===== config.mk =====
export PLATFORM = sky130hd
export DESIGN_NAME = adc_alt_seq
export DESIGN_NICKNAME = d
export VERILOG_FILES = /design/src/rtl/adc_seq_pkg.sv /design/src/rtl/adc_drdy_edge.sv /design/src/rtl/adc_serial_shift.sv /design/src/rtl/adc_frame_ctrl.sv /design/src/rtl/adc_alt_seq.sv
export SDC_FILE = /design/constraint.sdc
export NUM_CORES = 1
export LEC_CHECK = 0
export BUFFER_PORTS_ARGS = -buffer_cell sky130_fd_sc_hd__buf_2
export CAP_MARGIN = 10
export CORE_MARGIN = 2
export CORE_UTILIZATION = 40
export CTS_CLUSTER_DIAMETER = 200
export CTS_CLUSTER_SIZE = 25
export DETAILED_ROUTE_END_ITERATION = 8
export HOLD_SLACK_MARGIN = 0.08
export PLACE_DENSITY = 0.58
export SLEW_MARGIN = 20
export SYNTH_ARGS = -nofsm -noshare
export SYNTH_HDL_FRONTEND = slang
export SYNTH_HIERARCHICAL = 1
export SYNTH_SLANG_ARGS = --single-unit

===== constraint.sdc =====
create_clock -name clk -period 1.95 [get_ports clk]
set_input_delay 0.195 -clock clk [delete_from_list [all_inputs] [get_ports clk]]
set_output_delay 0.195 -clock clk [all_outputs]
set_load 0.03 [all_outputs]

===== src/rtl/adc_seq_pkg.sv =====
package adc_seq_pkg;

    localparam int unsigned WORD_W = 32;
    localparam int unsigned BYTE_W = 8;

    typedef enum logic [1:0] {
        ST_BOOT,
        ST_CFG,
        ST_WAIT,
        ST_READ
    } seq_state_e;

    typedef enum logic {
        CH_ONE = 1'b0,
        CH_TWO = 1'b1
    } chan_e;

    typedef struct packed {
        logic              valid;
        chan_e             chan;
        logic [WORD_W-1:0] word;
    } result_t;

    function automatic logic [WORD_W-1:0] cfg_frame(
        input logic [BYTE_W-1:0] wr_op,
        input logic [BYTE_W-1:0] cnt,
        input logic [BYTE_W-1:0] code,
        input logic [BYTE_W-1:0] rd_op
    );
        return {wr_op, cnt, code, rd_op};
    endfunction

    function automatic chan_e other_chan(input chan_e c);
        return (c == CH_ONE) ? CH_TWO : CH_ONE;
    endfunction

endpackage


===== src/rtl/adc_drdy_edge.sv =====
module adc_drdy_edge #(
    parameter int unsigned STAGES = 2
) (
    input  logic clk,
    input  logic rst,
    input  logic drdy_n,
    output logic fall
);
    // pipe[0] is the first synchronizer flop
    logic [STAGES:0] pipe;

    always_ff @(posedge clk) begin
        if (rst) begin
            pipe <= '1;
        end else begin
            pipe <= {pipe[STAGES-1:0], drdy_n};
        end
    end

    assign fall = pipe[STAGES] & ~pipe[STAGES-1];

endmodule


===== src/rtl/adc_serial_shift.sv =====
module adc_serial_shift #(
    parameter int unsigned WIDTH = 32,
    parameter int unsigned HALF  = 2
) (
    input  logic             clk,
    input  logic             rst,
    input  logic             start,
    input  logic [WIDTH-1:0] tx,
    input  logic             dout,
    output logic             sclk,
    output logic             din,
    output logic             busy,
    output logic             done,
    output logic [WIDTH-1:0] rx
);
    localparam int unsigned CW = (HALF > 1) ? $clog2(HALF) : 1;
    localparam int unsigned BW = $clog2(WIDTH + 1);

    typedef enum logic [1:0] {PH_IDLE, PH_LOW, PH_HIGH} phase_e;

    phase_e           ph;
    logic [CW-1:0]    tick;
    logic [BW-1:0]    left;
    logic [WIDTH-1:0] tx_sr;
    logic [WIDTH-1:0] rx_sr;
    logic             tick_end;

    assign tick_end = (tick == CW'(HALF - 1));
    assign busy     = (ph != PH_IDLE);
    assign rx       = rx_sr;

    always_ff @(posedge clk) begin
        if (rst) begin
            ph    <= PH_IDLE;
            tick  <= '0;
            left  <= '0;
            tx_sr <= '0;
            rx_sr <= '0;
            sclk  <= 1'b0;
            din   <= 1'b0;
            done  <= 1'b0;
        end else begin
            done <= 1'b0;
            unique case (ph)
                PH_IDLE: begin
                    if (start) begin
                        tx_sr <= tx;
                        left  <= BW'(WIDTH);
                        tick  <= '0;
                        ph    <= PH_LOW;
                    end
                end
                PH_LOW: begin
                    if (tick_end) begin
                        tick  <= '0;
                        sclk  <= 1'b1;
                        din   <= tx_sr[WIDTH-1];
                        tx_sr <= {tx_sr[WIDTH-2:0], 1'b0};
                        ph    <= PH_HIGH;
                    end else begin
                        tick <= tick + 1'b1;
                    end
                end
                PH_HIGH: begin
                    if (tick_end) begin
                        tick  <= '0;
                        sclk  <= 1'b0;
                        rx_sr <= {rx_sr[WIDTH-2:0], dout};
                        left  <= left - 1'b1;
                        if (left == BW'(1)) begin
                            done <= 1'b1;
                            ph   <= PH_IDLE;
                        end else begin
                            ph <= PH_LOW;
                        end
                    end else begin
                        tick <= tick + 1'b1;
                    end
                end
                default: ph <= PH_IDLE;
            endcase
        end
    end

    // command line moves only with a rising serial clock
    p_din_on_rise_r8: assert property (@(posedge clk) disable iff (rst)
        (din != $past(din)) |-> (sclk && !$past(sclk)));

    // no serial clock while no transfer is in progress
    p_idle_low_r2: assert property (@(posedge clk) disable iff (rst)
        (ph == PH_IDLE) |-> !sclk);

endmodule


===== src/rtl/adc_frame_ctrl.sv =====
module adc_frame_ctrl
    import adc_seq_pkg::*;
#(
    parameter logic [BYTE_W-1:0] MUX_WR_OP = 8'h42,
    parameter logic [BYTE_W-1:0] MUX_CNT   = 8'h00,
    parameter logic [BYTE_W-1:0] CODE_ONE  = 8'h08,
    parameter logic [BYTE_W-1:0] CODE_TWO  = 8'h18,
    parameter logic [BYTE_W-1:0] RDATA_OP  = 8'h12
) (
    input  logic              clk,
    input  logic              rst,
    input  logic              fall,
    input  logic              sh_done,
    input  logic [WORD_W-1:0] sh_rx,
    output logic              sh_start,
    output logic [WORD_W-1:0] sh_tx,
    output result_t           res,
    output logic              overrun
);
    seq_state_e st;
    chan_e      cur;

    function automatic logic [BYTE_W-1:0] code_of(input chan_e c);
        return (c == CH_ONE) ? CODE_ONE : CODE_TWO;
    endfunction

    always_ff @(posedge clk) begin
        if (rst) begin
            st       <= ST_BOOT;
            cur      <= CH_ONE;
            sh_start <= 1'b0;
            sh_tx    <= '0;
            res      <= '0;
            overrun  <= 1'b0;
        end else begin
            sh_start  <= 1'b0;
            res.valid <= 1'b0;
            if (fall && (st != ST_WAIT)) begin
                overrun <= 1'b1;
            end
            unique case (st)
                ST_BOOT: begin
                    sh_tx    <= cfg_frame(MUX_WR_OP, MUX_CNT, code_of(cur), RDATA_OP);
                    sh_start <= 1'b1;
                    st       <= ST_CFG;
                end
                ST_CFG: begin
                    if (sh_done) begin
                        st <= ST_WAIT;
                    end
                end
                ST_WAIT: begin
                    if (fall) begin
                        sh_tx    <= '0;
                        sh_start <= 1'b1;
                        st       <= ST_READ;
                    end
                end
                ST_READ: begin
                    if (sh_done) begin
                        res.valid <= 1'b1;
                        res.word  <= sh_rx;
                        res.chan  <= cur;
                        cur       <= other_chan(cur);
                        sh_tx     <= cfg_frame(MUX_WR_OP, MUX_CNT,
                                               code_of(other_chan(cur)), RDATA_OP);
                        sh_start  <= 1'b1;
                        st        <= ST_CFG;
                    end
                end
                default: st <= ST_BOOT;
            endcase
        end
    end

    // result strobe lasts one cycle
    p_valid_pulse_r3: assert property (@(posedge clk) disable iff (rst)
        res.valid |=> !res.valid);

    // a delivered result is followed by the multiplexer write
    p_cfg_after_read_r4: assert property (@(posedge clk) disable iff (rst)
        res.valid |=> (st == ST_CFG));

    // overrun stays set
    p_overrun_sticky_r9: assert property (@(posedge clk) disable iff (rst)
        overrun |=> overrun);

endmodule


===== src/rtl/adc_alt_seq.sv =====
module adc_alt_seq
    import adc_seq_pkg::*;
#(
    parameter int unsigned       SCLK_HALF   = 50,
    parameter int unsigned       SYNC_STAGES = 2,
    parameter logic [7:0]        MUX_WR_OP   = 8'h42,
    parameter logic [7:0]        MUX_CNT     = 8'h00,
    parameter logic [7:0]        CODE_ONE    = 8'h08,
    parameter logic [7:0]        CODE_TWO    = 8'h18,
    parameter logic [7:0]        RDATA_OP    = 8'h12
) (
    input  logic        clk,
    input  logic        rst,
    input  logic        drdy_n,
    input  logic        dout,
    output logic        sclk,
    output logic        din,
    output logic        res_valid,
    output logic [31:0] res_data,
    output logic        res_chan,
    output logic        overrun
);
    logic              fall;
    logic              sh_start;
    logic              sh_busy;
    logic              sh_done;
    logic [WORD_W-1:0] sh_tx;
    logic [WORD_W-1:0] sh_rx;
    result_t           res;

    adc_drdy_edge #(.STAGES(SYNC_STAGES)) u_edge (
        .clk    (clk),
        .rst    (rst),
        .drdy_n (drdy_n),
        .fall   (fall)
    );

    adc_serial_shift #(.WIDTH(WORD_W), .HALF(SCLK_HALF)) u_shift (
        .clk   (clk),
        .rst   (rst),
        .start (sh_start),
        .tx    (sh_tx),
        .dout  (dout),
        .sclk  (sclk),
        .din   (din),
        .busy  (sh_busy),
        .done  (sh_done),
        .rx    (sh_rx)
    );

    adc_frame_ctrl #(
        .MUX_WR_OP (MUX_WR_OP),
        .MUX_CNT   (MUX_CNT),
        .CODE_ONE  (CODE_ONE),
        .CODE_TWO  (CODE_TWO),
        .RDATA_OP  (RDATA_OP)
    ) u_ctrl (
        .clk      (clk),
        .rst      (rst),
        .fall     (fall),
        .sh_done  (sh_done),
        .sh_rx    (sh_rx),
        .sh_start (sh_start),
        .sh_tx    (sh_tx),
        .res      (res),
        .overrun  (overrun)
    );

    assign res_valid = res.valid;
    assign res_data  = res.word;
    assign res_chan  = res.chan;

    // assertion support: previous delivered tag
    logic seen;
    logic last_tag;
    always_ff @(posedge clk) begin
        if (rst) begin
            seen     <= 1'b0;
            last_tag <= 1'b0;
        end else if (res_valid) begin
            seen     <= 1'b1;
            last_tag <= res_chan;
        end
    end

    // consecutive results come from different channels
    p_alternate_r5: assert property (@(posedge clk) disable iff (rst)
        (res_valid && seen) |-> (res_chan != last_tag));

    // the first result belongs to channel 1
    p_first_tag_r6: assert property (@(posedge clk) disable iff (rst)
        (res_valid && !seen) |-> (res_chan == 1'b0));

    // a start is never issued while the shifter is running
    p_no_overlap_r2: assert property (@(posedge clk) disable iff (rst)
        sh_busy |-> !sh_start);

endmodule


==> metrics.csv <==
metric,value,unit
final_core_util,47.79,%
cts_tree,yes,
grt_overflow,0,
io_pins,41,
cp-end-kind,flip-flop,
clock_path_buffers,2,
crit_arrival,2.28,ns
design_area,6279,sq um
critPathTopFamily,simple AND/OR/NAND/NOR gates,
num-fill-cells,1243,
finalPower,8.405,mW
syn_area,5318,sq um
port_buffers,40,
clk_pin_slew,0.06,ns
route.detailed.drc,0,
ys_ff_latch,125,
grt_max_degree,54,
rsz0062_at_grt,yes,
first_iter_violations,214,
async_flop_share,0,%
setup_viol,0,
drive_above_1_share,15.89,%
die_h,119.3,microns
cp-start-kind,flip-flop,
grt_pass1_vias,3862,
synth_top_area_share,47.06,%
finalHoldViolCount,0,
fin_crit,1.922,ns
placed_area,5612,sq um
synth_top_cell_by_area,dfxtp_1,
leakage,2.326,nW
antenna_found_initial,0,
ys_warn_count,6,
die_area,14230,sq um
postSynthCellCount,622,
place_ws,0.01413,ns
ys_seq_area_share,47.06,%
ant_nets,0,
maxSlewViolCount,0,
skew,0.007796,ns
post-dp-hpwl,6398,microns
fin_crit_sh,98.58,%
synth_cell_types,51,
core_region_area,13140,sq um
root_buffer,clkbuf_16,
multiInputGateArea,2476,sq um
htreeDepth,4,
max_freq,0.5202,GHz
routed_via_density,4.877,
start_util,40.48,%
area_growth,18.07,%
wl,10280,microns
antenna_cells,0,
grt_usage,15.11,%
slowest_delay,0.50,ns
synth_ff_type,dfxtp_1,
wl_per_cell,12.19,microns
dp_cells,808,
crit_fanout,4,
final_cells,843,
seq_area,2504,sq um
die_x,119.3,microns
synth_edf_count,0,
whs,0.2400,ns
first_pass_iters,4,
worst_path_most_repeated_cell,or4b_1,
cts.sinks,125,
slew-limit-headroom,65.40,%
ys_top_cells_by_area,"dfxtp_1, a21oi_1, nand2_1",
worst_slack,0.02765,ns
path_cells,"inv_1, ha_2, mux2i_2, or4b_1, or4b_1, nand2_1",
cp.buffers_inverters,1,
critical_path_required,2.31,ns
synth_area_per_cell,8.549,sq um
crit_type,reg -> reg,
worst_pin_slew,0.5190,ns
cap_violations,0,
ir_drop,0.7176,mV
status,finished clean,
p_per_area,1339,nW/um^2
hold_path_class,in -> reg,
worstSkewPairLatency,0.42,ns
fin_nets,669,
gp_congestion,0.7757,
cts_made_buffers,17,
critPathSlowestCell,or4b_1,
rows,42,
fin_tns_setup,0,ns
num_vias,4111,
grt_pass1_wl,17490,microns
==> cell families after synthesis <==
group | after synthesis | share of synthesized area (%)
adder cells (fa/ha/maj) | 11 | 2.588
XOR/XNOR | 6 | 0.9882
multiplexers | 34 | 6.471
other | 1 | 0.07052
AND/OR/NAND/NOR | 196 | 16.45
buffers and inverters | 88 | 8.706
AO/OA/AOI/OAI | 161 | 17.67
flip-flops | 125 | 47.06
==> flip-flops by register name, summed over array words and instances (netlist names), 3 cells and up <==
register and count:
u_ctrl/res 34, u_shift/rx 32, u_shift/tx_sr 32, u_shift/left 6, u_shift/tick 6, u_edge/pipe 3
==> path summary, 6_finish.rpt <==
check | from | to | slack (ns) | depth (start not counted)
setup / recovery | u_shift/ph[0]$_SDFFE_PP0P_ | u_shift/left[4]$_SDFFE_PP0P_ | 0.03 | 6
hold / removal | rst | u_ctrl/cur$_SDFFE_PP0P_ | 0.24 | 2
setup reg to reg | u_shift/ph[0]$_SDFFE_PP0P_ | u_shift/left[4]$_SDFFE_PP0P_ | 0.03 | 6
hold reg to reg | u_edge/pipe[0]$_SDFF_PP1_ | u_edge/pipe[1]$_SDFF_PP1_ | 0.40 | 1
==> timing repair <==
action / CTS / global route
gates cloned: 0 / 0
setup buffers: 1 / 0
setup endpoints to repair: 2 / 22
hold buffers: 2 / 0
resized for setup: 2 / 5
endpoints found under the hold margin: 2 / 0
pin swaps: 1 / 1
==> power by group <==
part | leakage [nW] | internal, mW | switching (mW)
Clock | 0.286 | 2.05 | 1.15
Sequential | 1.02 | 2.95 | 0.257
Combinational | 1.02 | 0.887 | 1.11
Total | 2.33 | 5.88 | 2.52
==> synthesized netlist by cell type, types with 2 or more instances <==
cell        n
nand2_1   137
ha_1       11
nand3_1     4
or2_1       3
buf_4      30
a21oi_1   106
xnor2_1     6
o211ai_1    2
inv_1      13
or3_1       2
clkbuf_1   33
a31oi_1     4
o21ai_0     4
a211oi_1   33
a311oi_1    2
nor4_1      3
dfxtp_1   125
nor2_1     14
nor3_1      7
nand4_1     2
nor2b_1     7
mux2i_1    33
buf_2      10
or4b_1      4
==> cells in the final DEF, fill, tap and decap left out, drive strengths merged, types with 2 or more instances in the layout <==
master       count
mux2i           34
or3              3
nor3             7
a31oi            4
o211ai           2
a21oi          106
a31o             2
buf             61
nand4            2
clkbuf          19
or2              3
inv             15
nand2          137
dlygate4sd3      2
nor2            14
a311oi           2
bufinv           3
a211oi          33
and2             2
nor2b            7
ha              11
or4b             4
xnor2            6
nand3            5
nor4             3
o21ai            4
conb            26
clkinv           4
clkinvlp         4
dfxtp          125
==> layout make-up <==
class,count,share of cell area (%)
sequential,125,39.88
multi-input combinational,434,39.44
clock buffer,19,7.055
timing repair buffer,63,6.716
tap,176,3.507
clock inverter,13,2.631
inverter,13,0.7772
==> worst reg2reg max path: stages, from the launching register on <==
cell,delay (ns)
dfxtp_2,0.36
inv_1,0.08
ha_2,0.20
mux2i_2,0.16
or4b_1,0.50
or4b_1,0.50
nand2_1,0.08
==> per-layer routing <==
metal | vias to the layer above | track usage (%) | wire length [microns]
met1 | 1898 | 17.76 | 4900
met4 | 0 | 6.324 | 147
met2 | 57 | 25.14 | 4842
li1 | 2144 | - | -
met5 | - | 0 | 0
met3 | 12 | 5.172 | 387
Note: power is estimated with default switching activity, not from simulation.
